$ cat config.mk
export PLATFORM = sky130hd
export DESIGN_NAME = irq_agg
export DESIGN_NICKNAME = d
export VERILOG_FILES = /design/src/rtl/irq_agg_pkg.sv /design/src/rtl/irq_agg_decode.sv /design/src/rtl/irq_agg_pending.sv /design/src/rtl/irq_agg_mask.sv /design/src/rtl/irq_agg_line.sv /design/src/rtl/irq_agg.sv
export SDC_FILE = /design/constraint.sdc
export NUM_CORES = 1
export LEC_CHECK = 0
export ABC_CLOCK_PERIOD_IN_PS = 1800
export CAP_MARGIN = 10
export CORE_MARGIN = 1.5
export CORE_UTILIZATION = 30
export CTS_BUF_LIST = sky130_fd_sc_hd__clkbuf_4
export DETAILED_ROUTE_END_ITERATION = 6
export GPL_ROUTABILITY_DRIVEN = 0
export HOLD_SLACK_MARGIN = 0.08
export PLACE_DENSITY = 0.66
export SYNTH_ARGS = -nofsm -noshare
export SYNTH_HDL_FRONTEND = slang
export SYNTH_HIERARCHICAL = 1
export SYNTH_SLANG_ARGS = --single-unit
$ cat constraint.sdc
create_clock -name clk -period 1.8 [get_ports clk]
set_clock_uncertainty 0.2 [all_clocks]
set_input_delay 0.18 -clock clk [delete_from_list [all_inputs] [get_ports clk]]
set_output_delay 0.18 -clock clk [all_outputs]
set_load 0.05 [all_outputs]
$ cat src/rtl/irq_agg_pkg.sv
package irq_agg_pkg;
  localparam int unsigned DATA_W   = 32;
  localparam int unsigned ADDR_W   = 8;
  localparam logic [ADDR_W-1:0] OFF_PEND = 8'h40;
  localparam logic [ADDR_W-1:0] OFF_SET  = 8'h44;
  localparam logic [ADDR_W-1:0] OFF_MASK = 8'h48;
  // Positions wired to hardware event sources.
  localparam logic [DATA_W-1:0] HW_SRC_MAP = 32'hF95C_0000;

  typedef struct packed {
    logic pend;
    logic set;
    logic mask;
  } wr_sel_t;
endpackage

$ cat src/rtl/irq_agg_decode.sv
module irq_agg_decode
  import irq_agg_pkg::*;
#(
  parameter int unsigned AW = ADDR_W
) (
  input  logic [AW-1:0] addr,
  input  logic          wr_en,
  output wr_sel_t       sel
);
  always_comb begin
    sel.pend = wr_en && (addr == OFF_PEND);
    sel.set  = wr_en && (addr == OFF_SET);
    sel.mask = wr_en && (addr == OFF_MASK);
  end
endmodule

$ cat src/rtl/irq_agg_pending.sv
module irq_agg_pending #(
  parameter int unsigned DW = 32,
  parameter logic [DW-1:0] SRC_MAP = '0
) (
  input  logic          clk,
  input  logic          rst,
  input  logic [DW-1:0] evt,
  input  logic          clr_en,
  input  logic          set_en,
  input  logic [DW-1:0] data,
  output logic [DW-1:0] pend
);
  for (genvar i = 0; i < DW; i++) begin : g_bit
    logic hit;
    if (SRC_MAP[i]) begin : g_wired
      assign hit = evt[i];
    end else begin : g_soft
      assign hit = 1'b0;
    end
    always_ff @(posedge clk) begin
      if (rst) begin
        pend[i] <= 1'b0;
      end else if (hit || (set_en && data[i])) begin
        pend[i] <= 1'b1;
      end else if (clr_en && data[i]) begin
        pend[i] <= 1'b0;
      end
    end
  end
endmodule

$ cat src/rtl/irq_agg_mask.sv
module irq_agg_mask #(
  parameter int unsigned DW = 32
) (
  input  logic          clk,
  input  logic          rst,
  input  logic          wr,
  input  logic [DW-1:0] data,
  output logic [DW-1:0] mask
);
  always_ff @(posedge clk) begin
    if (rst) begin
      mask <= '1;
    end else if (wr) begin
      mask <= data;
    end
  end
endmodule

$ cat src/rtl/irq_agg_line.sv
module irq_agg_line #(
  parameter int unsigned DW = 32
) (
  input  logic          clk,
  input  logic          rst,
  input  logic [DW-1:0] pend,
  input  logic [DW-1:0] mask,
  output logic          irq
);
  always_ff @(posedge clk) begin
    if (rst) begin
      irq <= 1'b0;
    end else begin
      irq <= |(pend & ~mask);
    end
  end
endmodule

$ cat src/rtl/irq_agg.sv
module irq_agg
  import irq_agg_pkg::*;
#(
  parameter int unsigned   DW      = DATA_W,
  parameter int unsigned   AW      = ADDR_W,
  parameter logic [DW-1:0] SRC_MAP = HW_SRC_MAP
) (
  input  logic          clk,
  input  logic          rst,
  input  logic [AW-1:0] addr,
  input  logic          wr_en,
  input  logic [DW-1:0] wr_data,
  output logic [DW-1:0] rd_data,
  input  logic [DW-1:0] evt,
  output logic          irq
);
  wr_sel_t       sel;
  logic [DW-1:0] pend_q;
  logic [DW-1:0] mask_q;

  irq_agg_decode #(.AW(AW)) u_dec (
    .addr (addr),
    .wr_en(wr_en),
    .sel  (sel)
  );

  irq_agg_pending #(.DW(DW), .SRC_MAP(SRC_MAP)) u_pend (
    .clk   (clk),
    .rst   (rst),
    .evt   (evt),
    .clr_en(sel.pend),
    .set_en(sel.set),
    .data  (wr_data),
    .pend  (pend_q)
  );

  irq_agg_mask #(.DW(DW)) u_mask (
    .clk (clk),
    .rst (rst),
    .wr  (sel.mask),
    .data(wr_data),
    .mask(mask_q)
  );

  irq_agg_line #(.DW(DW)) u_line (
    .clk (clk),
    .rst (rst),
    .pend(pend_q),
    .mask(mask_q),
    .irq (irq)
  );

  always_ff @(posedge clk) begin
    if (rst) begin
      rd_data <= '0;
    end else begin
      unique case (addr)
        OFF_PEND: rd_data <= pend_q;
        OFF_MASK: rd_data <= mask_q;
        default:  rd_data <= '0;
      endcase
    end
  end
endmodule

==> impl_results.md <==
- Type of origin of the critical path: input port
- Initial Utilization: between 30% and 40%
- Switch share: 24.3%
- Setup Viol. Count Final: 0
- Syn Nets: 491
- Mux contribution to synthesized area: 7.50%
- Vias per cell: 4.82
- Antenna Cells: 0
- VDD IR max: 371 uV
- Hold_ws: 0.0526 ns
- Grt ovf: 0
- EDFF count, synth: 0
- Top achievable clock speed: 0.575 GHz
- Top post-synthesis cells by area: dfxtp_1 45%, mux2i_1 7.5%, a21bo_1 7.0%
- DR WL/cell: between 15 and 20 um
- PortBufs: 85
- Most numerous cell in the Yosys netlist: dfxtp_1
- # nets final: 584
- Critical Path Fanout Max: 5
- Worst r2r src: u_pend/pend[9]$_SDFFE_PP0P_
- Final period utilization: 96.6%
- HP Class: input port to flip-flop
- Comb pwr share: 8.8%
- Final Slew Violations: 0
- TritonCTS clock tree: built
- Pwr Density: 698 nW/um2
- Number of synthesized register bits: 97
- Yosys cell types: 28
- GRT Total Usage: 15.6%
- Die H: 122 um
- Syn_area_per_cell: 10.3 um2
- Sequential share of the synthesized area: 45.5%
- Worst-path clk slew: 0.16 ns
- Drt pass-1 iters: 4
- Post-synthesis compound-gate area fraction: between 20% and 30%
- DIE WIDTH: 122 um
- Placed cell area: 5280 um2
- Total CTS buffers: 9
- Core ar.: 13900 um2
- Antenna-violating nets left: 0
- H-tree depth: 3
- Via count: 3345
- Synthesized area: between 4000 and 5000 um2
- Leakage power: between 2 and 2.5 nW
- Total Wirelength: 11.4 mm
- Sequential share of power: 56.5%
- First-pass GRT wire length: about 18 mm
- Internal power: 2.92 mW
- Critical Path Sink Type: flip-flop
- Clock Latency Late Sink: 0.45 ns
- Cell Rows: 43
- Final TNS setup: 0 ns
- Max-capacitance violation count: 0
- Async S/R FF share, synth: 0%
- Cells after Synth: 416
- CP Data Required Time: 1.96 ns
- Drt drc: 0
- Max-Slew Margin vs Limit: ~50%
- Xor and xnor fraction of the mapped netlist area: 0%
- Critical path origin: addr[5]
- Final hold violation count: 0
- Primary FF master, synth: dfxtp_1
- Net Switching: 939 uW
- Vias in the first global route: 3378
- Syn. warnings: 6
- Root Buffer: clkbuf_4
- Drt initial violations: 179
- Post-synth top cells: 97 x dfxtp_1, 36 x a21oi_1, 34 x inv_1
- Post-Synth Adder-Cell Area: 0%
- Unrepaired setup endpoints after global routing: false
- Layout area overhead: 29.7%
- Sink Count: between 90 and 100
- Critical path type: input port to flip-flop
- Status: finished, final reports clean
- Share of cells above drive strength 1: 24.3%
- Largest family of logic cells by synthesized area: compound AO/OA/AOI/OAI gates
- Clock network power share: approximately a third
- Num ports: 108
- Yosys top cell area share: 45.5%
- Hold Startpoint: rst
- Slew @ Worst Pin: 0.751 ns
- Post-synthesis simple-gate area fraction: between 10% and 20%
- Yosys top cell by area: dfxtp_1
- Design Area, Final: about 5500 um2
- Initial antenna violation count: 0
- Fin crit period: 1.74 ns
- DP HPWL: 7.60 mm
- Clock Path Buffers: 2
- Fillers: 1394
- Largest net degree at the start of global routing: between 60 and 70
- Die area: 15000 um2
- Final Power: approximately 3.9 mW
- Critical Path AT: about 1.9 ns
worst paths after layout:
| kind | to | slack (ns) | cells after the start |
|---|---|---|---|
| worst max-delay path | u_mask/mask[4]$_SDFFE_PP1P_ | 0.06 | 7 |
| worst min-delay path | rd_data[9]$_SDFF_PP0_ | 0.05 | 4 |
| worst max register to register | u_line/irq$_SDFF_PP0_ | 0.31 | 4 |
| worst min register to register | rd_data[28]$_SDFF_PP0_ | 0.36 | 2 |
layout make-up:
class / instances / area (um2) / area share, %
Multi-Input combinational cell: 254 / 1990 / 35.9
Sequential cell: 97 / 1940 / 35.1
Timing Repair Buffer: 113 / 1090 / 19.7
Tap cell: 180 / 225 / 4.07
Inverter: 34 / 128 / 2.31
Clock inverter: 6 / 90.1 / 1.63
Clock buffer: 10 / 75.1 / 1.36
cell families (layout without fill, tap and decap cells):
kind of cell | count (synthesis) | in the layout
buf+inv | 65 | 163
simple gates | 99 | 99
mux | 32 | 32
flops | 97 | 97
compound gates | 123 | 123
layout by cell type, fill, tap and decap left out, drive strengths merged:
| cell type | netlist | layout |
|---|---|---|
| a211o | 32 | 32 |
| a21bo | 32 | 32 |
| a21oi | 42 | 42 |
| a41oi | 1 | 1 |
| and2b | 1 | 1 |
| buf | 26 | 63 |
| bufinv | 0 | 2 |
| clkbuf | 5 | 10 |
| clkdlybuf4s15 | 0 | 2 |
| clkdlybuf4s50 | 0 | 43 |
| clkinv | 0 | 2 |
| clkinvlp | 0 | 1 |
| dfxtp | 97 | 97 |
| dlygate4sd2 | 0 | 4 |
| dlymetal6s2s | 0 | 1 |
| inv | 34 | 35 |
| mux2i | 32 | 32 |
| nand2 | 22 | 22 |
| nand2b | 1 | 1 |
| nor2b | 31 | 31 |
| nor3 | 34 | 34 |
| nor4 | 5 | 5 |
| o22ai | 16 | 16 |
| or3 | 1 | 1 |
| or3b | 1 | 1 |
| or4 | 1 | 1 |
| or4b | 2 | 2 |
critical path, cell delays in order:
cell	delay [ns]
dlygate4sd2_1	0.25
or4b_4	0.51
nor4_4	0.28
buf_12	0.17
buf_4	0.11
and2b_1	0.17
a211o_1	0.22
power by group through the flow:
stage / clock network, mW / logic [mW] / registers [mW]
after floorplan: 0 / 0.153 / 2.23
after global placement: 0 / 0.335 / 2.23
after detailed placement: 0 / 0.340 / 2.23
after CTS: 1.38 / 0.340 / 2.18
after global routing: 1.48 / 0.361 / 2.19
final: 1.34 / 0.338 / 2.18
routing by layer:
layer | share of wire [%] | GRT usage, % | vias up
met5 | 0 | 0 | -
met4 | 1.1 | 4.51 | 0
met3 | 5.5 | 3.39 | 14
met2 | 47 | 24.5 | 96
met1 | 47 | 21.5 | 1589
li1 | - | - | 1646
sequential cells by signal, summed over array words and instances, names as in the netlist:
| register | cells |
|---|---|
| rd_data | 32 |
| u_mask/mask | 32 |
| u_pend/pend | 32 |
| u_line/irq | 1 |
repair_timing:
item	4_1_cts	5_1_grt
resized for setup	22	1
buffers inserted	11	0
pin swaps	3	2
endpoints found under the setup margin	26	11
endpoints found under the hold margin	18	18
metrics by stage:
stage	util, %	instances	setup slack [ns]
after CTS	39.9	694	0.0245
final	39.9	694	0.0610
after detailed placement	38.0	669	-0.562
after global routing	39.9	694	0.0208
after floorplan	-	416	0.0320
after global placement	38.0	669	-0.500
No activity file was read; power rests on OpenSTA's default activity.
